==> config.mk <==
export PLATFORM = sky130hd
export DESIGN_NAME = hdlc_addr_rx
export DESIGN_NICKNAME = d
export VERILOG_FILES = /design/src/rtl/hdlc_rx_pkg.sv /design/src/rtl/hdlc_bit_decoder.sv /design/src/rtl/hdlc_addr_match.sv /design/src/rtl/hdlc_addr_rx.sv
export SDC_FILE = /design/constraint.sdc
export NUM_CORES = 1
export LEC_CHECK = 0
export BUFFER_PORTS_ARGS = -buffer_cell sky130_fd_sc_hd__buf_2
export CORE_MARGIN = 10
export CORE_UTILIZATION = 55
export DETAILED_ROUTE_END_ITERATION = 10
export PLACE_DENSITY_LB_ADDON = 0.1
export RECOVER_POWER = 100
export SLEW_MARGIN = 25
export SYNTH_ARGS = -nofsm -noshare
export SYNTH_HDL_FRONTEND = slang
export SYNTH_SLANG_ARGS = --single-unit
==> constraint.sdc <==
create_clock -name clk -period 3.4 [get_ports clk]
set_input_delay 0.68 -clock clk [delete_from_list [all_inputs] [get_ports clk]]
set_output_delay 0.68 -clock clk [all_outputs]
set_load 0.005 [all_outputs]
==> src/rtl/hdlc_rx_pkg.sv <==
package hdlc_rx_pkg;
    localparam int BYTE_W    = 8;
    localparam int BIT_W     = $clog2(BYTE_W);
    localparam int CRC_W     = 16;
    localparam int MIN_FRAME = 4;
    localparam int HOLD_N    = 3;
    localparam int CNT_W     = $clog2(MIN_FRAME + 1);
    localparam int RUN_W     = 3;

    localparam logic [CRC_W-1:0] CRC_POLY_REF = 16'h8408;
    localparam logic [CRC_W-1:0] CRC_SEED     = 16'hFFFF;
    localparam logic [CRC_W-1:0] CRC_GOOD     = 16'hF0B8;

    typedef enum logic [1:0] {EV_DATA, EV_SKIP, EV_FLAG, EV_ABORT} bit_ev_e;
    typedef enum logic [1:0] {ST_OFF, ST_HUNT, ST_FRAME} rx_st_e;

    typedef struct packed {
        rx_st_e                         st;
        logic [BYTE_W-1:0]              sh;
        logic [BIT_W-1:0]               bitcnt;
        logic [CNT_W-1:0]               nbytes;
        logic [CRC_W-1:0]               crc;
        logic [HOLD_N-1:0][BYTE_W-1:0]  hold;
        logic                           acc;
        logic                           emitted;
        logic                           ov;
        logic [BYTE_W-1:0]              od;
        logic                           oeof;
        logic                           obad;
        logic                           empty;
    } rx_state_t;

    // Bitwise update of the reflected CRC over one byte, LSB first.
    function automatic logic [CRC_W-1:0] crc_step(input logic [CRC_W-1:0] c,
                                                  input logic [BYTE_W-1:0] b);
        logic [CRC_W-1:0] r;
        r = c;
        for (int i = 0; i < BYTE_W; i++) begin
            if (r[0] ^ b[i]) r = (r >> 1) ^ CRC_POLY_REF;
            else             r = r >> 1;
        end
        return r;
    endfunction
endpackage

==> src/rtl/hdlc_bit_decoder.sv <==
module hdlc_bit_decoder
    import hdlc_rx_pkg::*;
(
    input  logic    clk,
    input  logic    rst_n,
    input  logic    clear,
    input  logic    bit_en,
    input  logic    bit_in,
    output logic    ev_valid,
    output bit_ev_e ev_kind
);
    localparam logic [RUN_W-1:0] RUN_STUFF = RUN_W'(5);
    localparam logic [RUN_W-1:0] RUN_FLAG  = RUN_W'(6);
    localparam logic [RUN_W-1:0] RUN_MAX   = RUN_W'(7);

    logic [RUN_W-1:0] ones_d, ones_q;

    always_comb begin
        ones_d   = ones_q;
        ev_valid = 1'b0;
        ev_kind  = EV_DATA;
        if (clear) begin
            ones_d = '0;
        end else if (bit_en) begin
            ev_valid = 1'b1;
            if (bit_in) begin
                if (ones_q == RUN_MAX) begin
                    ev_kind = EV_SKIP;
                end else if (ones_q == RUN_FLAG) begin
                    ev_kind = EV_ABORT;
                    ones_d  = RUN_MAX;
                end else begin
                    ev_kind = EV_DATA;
                    ones_d  = ones_q + 1'b1;
                end
            end else begin
                ones_d = '0;
                if (ones_q == RUN_FLAG)       ev_kind = EV_FLAG;
                else if (ones_q == RUN_STUFF) ev_kind = EV_SKIP;
                else                          ev_kind = EV_DATA;
            end
        end
    end

    always_ff @(posedge clk or negedge rst_n) begin
        if (!rst_n) ones_q <= '0;
        else        ones_q <= ones_d;
    end
endmodule

==> src/rtl/hdlc_addr_match.sv <==
module hdlc_addr_match
    import hdlc_rx_pkg::*;
(
    input  logic [BYTE_W-1:0] rx_byte,
    input  logic [BYTE_W-1:0] station,
    input  logic              seven_mode,
    output logic              hit
);
    localparam logic [BYTE_W-1:0] ALL_CALL = '1;

    always_comb begin
        if (seven_mode)
            hit = rx_byte[0] && ((rx_byte[BYTE_W-1:1] == station[BYTE_W-1:1]) ||
                                 (rx_byte[BYTE_W-1:1] == ALL_CALL[BYTE_W-1:1]));
        else
            hit = (rx_byte == station) || (rx_byte == ALL_CALL);
    end
endmodule

==> src/rtl/hdlc_addr_rx.sv <==
module hdlc_addr_rx
    import hdlc_rx_pkg::*;
(
    input  logic              clk,
    input  logic              rst_n,
    input  logic              bit_en,
    input  logic              bit_in,
    input  logic              rx_enable,
    input  logic              filt_en,
    input  logic              seven_mode,
    input  logic [BYTE_W-1:0] station_addr,
    input  logic              fifo_rst,
    output logic              out_valid,
    output logic [BYTE_W-1:0] out_data,
    output logic              out_eof,
    output logic              out_badcrc,
    output logic              buf_empty
);
    localparam logic [BIT_W-1:0] LAST_BIT = BIT_W'(BYTE_W - 1);
    localparam logic [CNT_W-1:0] EMIT_AT  = CNT_W'(MIN_FRAME - 1);
    localparam logic [CNT_W-1:0] CNT_SAT  = CNT_W'(MIN_FRAME);

    rx_state_t          q, d;
    logic               dec_clear, ev_valid, addr_hit;
    bit_ev_e            ev_kind;
    logic [BYTE_W-1:0]  new_byte;

    assign dec_clear = (q.st == ST_OFF) || fifo_rst;
    assign new_byte  = {bit_in, q.sh[BYTE_W-1:1]};

    hdlc_bit_decoder u_dec (
        .clk      (clk),
        .rst_n    (rst_n),
        .clear    (dec_clear),
        .bit_en   (bit_en),
        .bit_in   (bit_in),
        .ev_valid (ev_valid),
        .ev_kind  (ev_kind)
    );

    hdlc_addr_match u_match (
        .rx_byte    (new_byte),
        .station    (station_addr),
        .seven_mode (seven_mode),
        .hit        (addr_hit)
    );

    always_comb begin
        d      = q;
        d.ov   = 1'b0;
        d.oeof = 1'b0;
        d.obad = 1'b0;
        if (fifo_rst) begin
            d.st      = rx_enable ? ST_HUNT : ST_OFF;
            d.empty   = 1'b1;
            d.nbytes  = '0;
            d.bitcnt  = '0;
            d.acc     = 1'b0;
            d.emitted = 1'b0;
        end else begin
            case (q.st)
                ST_OFF: begin
                    if (rx_enable) d.st = ST_HUNT;
                end
                ST_HUNT: begin
                    if (!rx_enable) begin
                        d.st = ST_OFF;
                    end else if (ev_valid && ev_kind == EV_FLAG) begin
                        d.st      = ST_FRAME;
                        d.bitcnt  = '0;
                        d.nbytes  = '0;
                        d.crc     = CRC_SEED;
                        d.acc     = 1'b0;
                        d.emitted = 1'b0;
                    end
                end
                ST_FRAME: begin
                    if (ev_valid) begin
                        case (ev_kind)
                            EV_DATA: begin
                                d.sh     = new_byte;
                                d.bitcnt = q.bitcnt + 1'b1;
                                if (q.bitcnt == LAST_BIT) begin
                                    d.crc = crc_step(q.crc, new_byte);
                                    if (q.nbytes == '0) d.acc = !filt_en || addr_hit;
                                    if (q.nbytes < CNT_SAT) d.nbytes = q.nbytes + 1'b1;
                                    for (int k = HOLD_N - 1; k > 0; k--)
                                        d.hold[k] = q.hold[k-1];
                                    d.hold[0] = new_byte;
                                    if (q.nbytes >= EMIT_AT && q.acc) begin
                                        d.ov      = 1'b1;
                                        d.od      = q.hold[HOLD_N-1];
                                        d.empty   = 1'b0;
                                        d.emitted = 1'b1;
                                    end
                                end
                            end
                            EV_FLAG: begin
                                if (q.emitted) begin
                                    d.ov    = 1'b1;
                                    d.od    = q.hold[HOLD_N-1];
                                    d.oeof  = 1'b1;
                                    d.obad  = (q.bitcnt != LAST_BIT) || (q.crc != CRC_GOOD);
                                    d.empty = 1'b0;
                                end
                                d.bitcnt  = '0;
                                d.nbytes  = '0;
                                d.crc     = CRC_SEED;
                                d.acc     = 1'b0;
                                d.emitted = 1'b0;
                            end
                            EV_ABORT: begin
                                if (q.emitted) begin
                                    d.ov    = 1'b1;
                                    d.od    = q.hold[HOLD_N-1];
                                    d.oeof  = 1'b1;
                                    d.obad  = 1'b1;
                                    d.empty = 1'b0;
                                end
                                d.st      = ST_HUNT;
                                d.nbytes  = '0;
                                d.acc     = 1'b0;
                                d.emitted = 1'b0;
                            end
                            default: ;
                        endcase
                    end
                    if (!rx_enable && d.st == ST_FRAME && d.nbytes == '0)
                        d.st = ST_OFF;
                end
                default: d.st = ST_OFF;
            endcase
        end
    end

    always_ff @(posedge clk or negedge rst_n) begin
        if (!rst_n) begin
            q <= '{st: ST_OFF, sh: '0, bitcnt: '0, nbytes: '0, crc: CRC_SEED,
                   hold: '0, acc: 1'b0, emitted: 1'b0, ov: 1'b0, od: '0,
                   oeof: 1'b0, obad: 1'b0, empty: 1'b1};
        end else begin
            q <= d;
        end
    end

    assign out_valid  = q.ov;
    assign out_data   = q.od;
    assign out_eof    = q.oeof;
    assign out_badcrc = q.obad;
    assign buf_empty  = q.empty;
endmodule

==> metrics.cfg <==
[outcome]
status = finished with violations
violations = max-capacitance violations, max-slew violations

[cts]
tritoncts = built
numCtsBuffers = 9
h-tree-depth = 3
numClockSinks = 72
post_cts_buffers = 0
clock_latency_ns = 0.34
path_clk_slew_ns = 0.09
cts.repair.resized = 0
cts_root_buf = clkbuf_8
cts_hold_buf = 0
clockBufferDepth = 2

[synth]
seq_area_frac_synth = 0.464
syn_area_um2 = 3930
ys.flop_type = dfrtp_1
yosysMostFrequentCell = dfrtp_1
ys_seq_elements = 72
yosys-top-cells-area = dfrtp_1 35%, dfstp_2 11%, o21ai_0 6.4%
synth_area_leader_cell = dfrtp_1
synth_cell_types = 58
synthCells = 390
ys_warn_count = 0
yosys-top-cells-count = 55 x dfrtp_1, 53 x nand2_1, 50 x o21ai_0
syn_nets = 414
avgSynthCellArea_um2 = 10.1
synth-edff-count = 0
async_reset_ff_frac = 1.00
synth_top_area_share = 0.351

[sta]
maxSlewViolCount = 31
finalHoldViolCount = 0
fin_skew_ns = 0.00899
worstMarginPinSlew_ns = 1.58
tns_ns = 0
finalWorstSetupSlack_ns = 0.619
period_share = 0.818
max_freq_mhz = 360
slew_headroom = -0.0527
min_period_ns = 2.78
setup-violations-final = 0
rsz0062_at_grt = no

[power_and_ir_drop]
power_density_nw_per_um2 = 388
total_leakage_power_nw = 1.77
ir_drop_v = 0.000221
p_total_mw = 1.63

[layout]
drive_gt1_frac = 0.194
antenna_cells = 0
fin_nets = 431
finalNonFillerCells = 508
final_core_util = 0.611
syn2layout_area_growth_pct = 6.89

[place]
dp_cells = 492
pre_cts_ws_ns = 0.672
dpl.hpwl_mm = 5.89
gp_congestion = 0.906
io_buffers = 27

[critical_path]
cp-endpoint = q[43]$_DFFE_PN1P_
cp-start-kind = flop
reg2reg_from = u_dec.ones_q[0]$_DFFE_PN0P_
cp_num_cells = 8
required_ns = 3.66
critPathMaxStageDelay_ns = 0.43
worstPathBufferInverterCount = 1
worst_r2r_path_depth = 8
crit_chain = ha_1, ha_1, nand2_1, nor4b_4, a21oi_1, a311oi_4, clkbuf_2, mux2_1
setup.worst_path.class = reg2reg
crit_arrival_ns = 3.05
path_delay_family = simple AND/OR/NAND/NOR gates
cp-end-kind = flop
critPathMaxFanout = 16
path_common_cell = ha_1
r2r_slack_ns = 0.62
regToRegEndpoint = q[43]$_DFFE_PN1P_
cp_slowest_cell = dfrtp_1
startpoint = u_dec.ones_q[0]$_DFFE_PN0P_

[floorplan]
core_area_um2 = 6870
start_util = 0.571
ios = 28
fp.dieH_um = 104
die-area_um2 = 10900
die_x_um = 104
rows = 30

[global_route]
grt_pass1_vias = 2909
grt_max_degree = 48
grt_usage = 0.155
antenna_found_initial = 0
grt_pass1_wl_mm = 14.2
grt-ovfl-total = 0

[detailed_routing]
num_vias = 2816
vias_per_cell = 5.54
post_drt_wl_per_cell_um = 16.0
ant_nets = 0
drt_first_iter_violations = 132
first_pass_iters = 4
routed_wl_mm = 8.15
route.detailed.drc = 0

[worst_hold_path]
hold_path_class = reg2reg

[flow_run]
max-cap-violations = 1

## worst reg2reg max path, delay by kind of cell, from the launching register on
family                     cells  cell delay (ns)
and+or+nand+nor                2             0.53
adders and majority gates      2             0.50
AOI/OAI and AO/OA              2             0.44
DFF                            1             0.43
buffers and inverters          1             0.42
muxes                          1             0.39
## flip-flops by register name, summed over array words and instances (netlist names)
signal,flops
out_valid,1
out_eof,1
out_data,8
q,50
out_badcrc,1
buf_empty,1
new_byte,7
u_dec.ones_q,3
## routing by layer
| layer | track usage | part of all wire |
|---|---|---|
| met1 | 0.202 | 0.47 |
| met2 | 0.247 | 0.47 |
| met3 | 0.0347 | 0.046 |
| met4 | 0.0537 | 0.0093 |
| met5 | 0 | 0 |
## cells by family after synthesis
family	share of synthesized area
and+or+nand+nor	0.145
AOI/OAI and AO/OA	0.153
DFF	0.464
buffers and inverters	0.0539
xor gates and xnor gates	0.0714
muxes	0.0867
adders and majority gates	0.0255
## area by class of cell
cell class	count	area (um^2)
flip-flops and latches	72	1820
clock buffers	9	124
inverters	16	60.1
clock inverters	7	63.8
multi-input cells	275	1850
repair buffers	33	154
fillers	622	2670
well taps	96	120
## how the worst min path moves through the flow
stage / start / to / depth (start not counted) / slack (ns)
CTS: rst_n / q[23]$_DFFE_PN0P_ / 1 / 0.28
global placement: q[33]$_DFFE_PN0P_ / q[33]$_DFFE_PN0P_ / 2 / 0.46
global route: q[29]$_DFFE_PN0P_ / q[29]$_DFFE_PN0P_ / 2 / 0.51
detailed placement: q[30]$_DFFE_PN0P_ / q[30]$_DFFE_PN0P_ / 2 / 0.47
finish: q[32]$_DFFE_PN0P_ / q[32]$_DFFE_PN0P_ / 2 / 0.47
floorplan: rst_n / new_byte[0]$_DFFE_PN0P_ / 0 / 0.38
## per-stage QoR
stage	hold slack (ns)	cell area [um^2]
after floorplan	0.384	3930
after global placement	0.457	4070
after detailed placement	0.466	4070
after CTS	0.279	4260
after global routing	0.513	4200
final	0.474	4200
## layout by cell type, fill, tap and decap left out, types with 3 or more instances in the layout
| cell | netlist | final |
|---|---|---|
| a2111oi_0 | 3 | 3 |
| a21oi_1 | 17 | 18 |
| a31oi_1 | 3 | 3 |
| and2_0 | 0 | 3 |
| and3_1 | 3 | 3 |
| buf_2 | 4 | 16 |
| clkbuf_1 | 12 | 13 |
| clkbuf_8 | 0 | 9 |
| dfrtp_1 | 55 | 55 |
| dfstp_2 | 17 | 16 |
| ha_1 | 8 | 8 |
| inv_1 | 16 | 16 |
| mux2_1 | 0 | 8 |
| mux2_2 | 16 | 16 |
| nand2_1 | 53 | 53 |
| nand3_1 | 10 | 10 |
| nand4_1 | 5 | 5 |
| nor2_1 | 9 | 10 |
| nor2b_1 | 3 | 3 |
| o21ai_0 | 50 | 50 |
| o31ai_1 | 6 | 6 |
| xnor2_1 | 19 | 19 |
| xor2_1 | 13 | 13 |
## where the power goes
| group | internal (mW) | leakage (nW) | switching [mW] | total [mW] |
|---|---|---|---|---|
| clock | 0.280 | 0.0899 | 0.361 | 0.641 |
| sequential | 0.869 | 0.916 | 0.0135 | 0.882 |
| combinational | 0.0414 | 0.761 | 0.0637 | 0.105 |
| total | 1.19 | 1.77 | 0.438 | 1.63 |
Note: power is estimated with default switching activity, not from simulation.
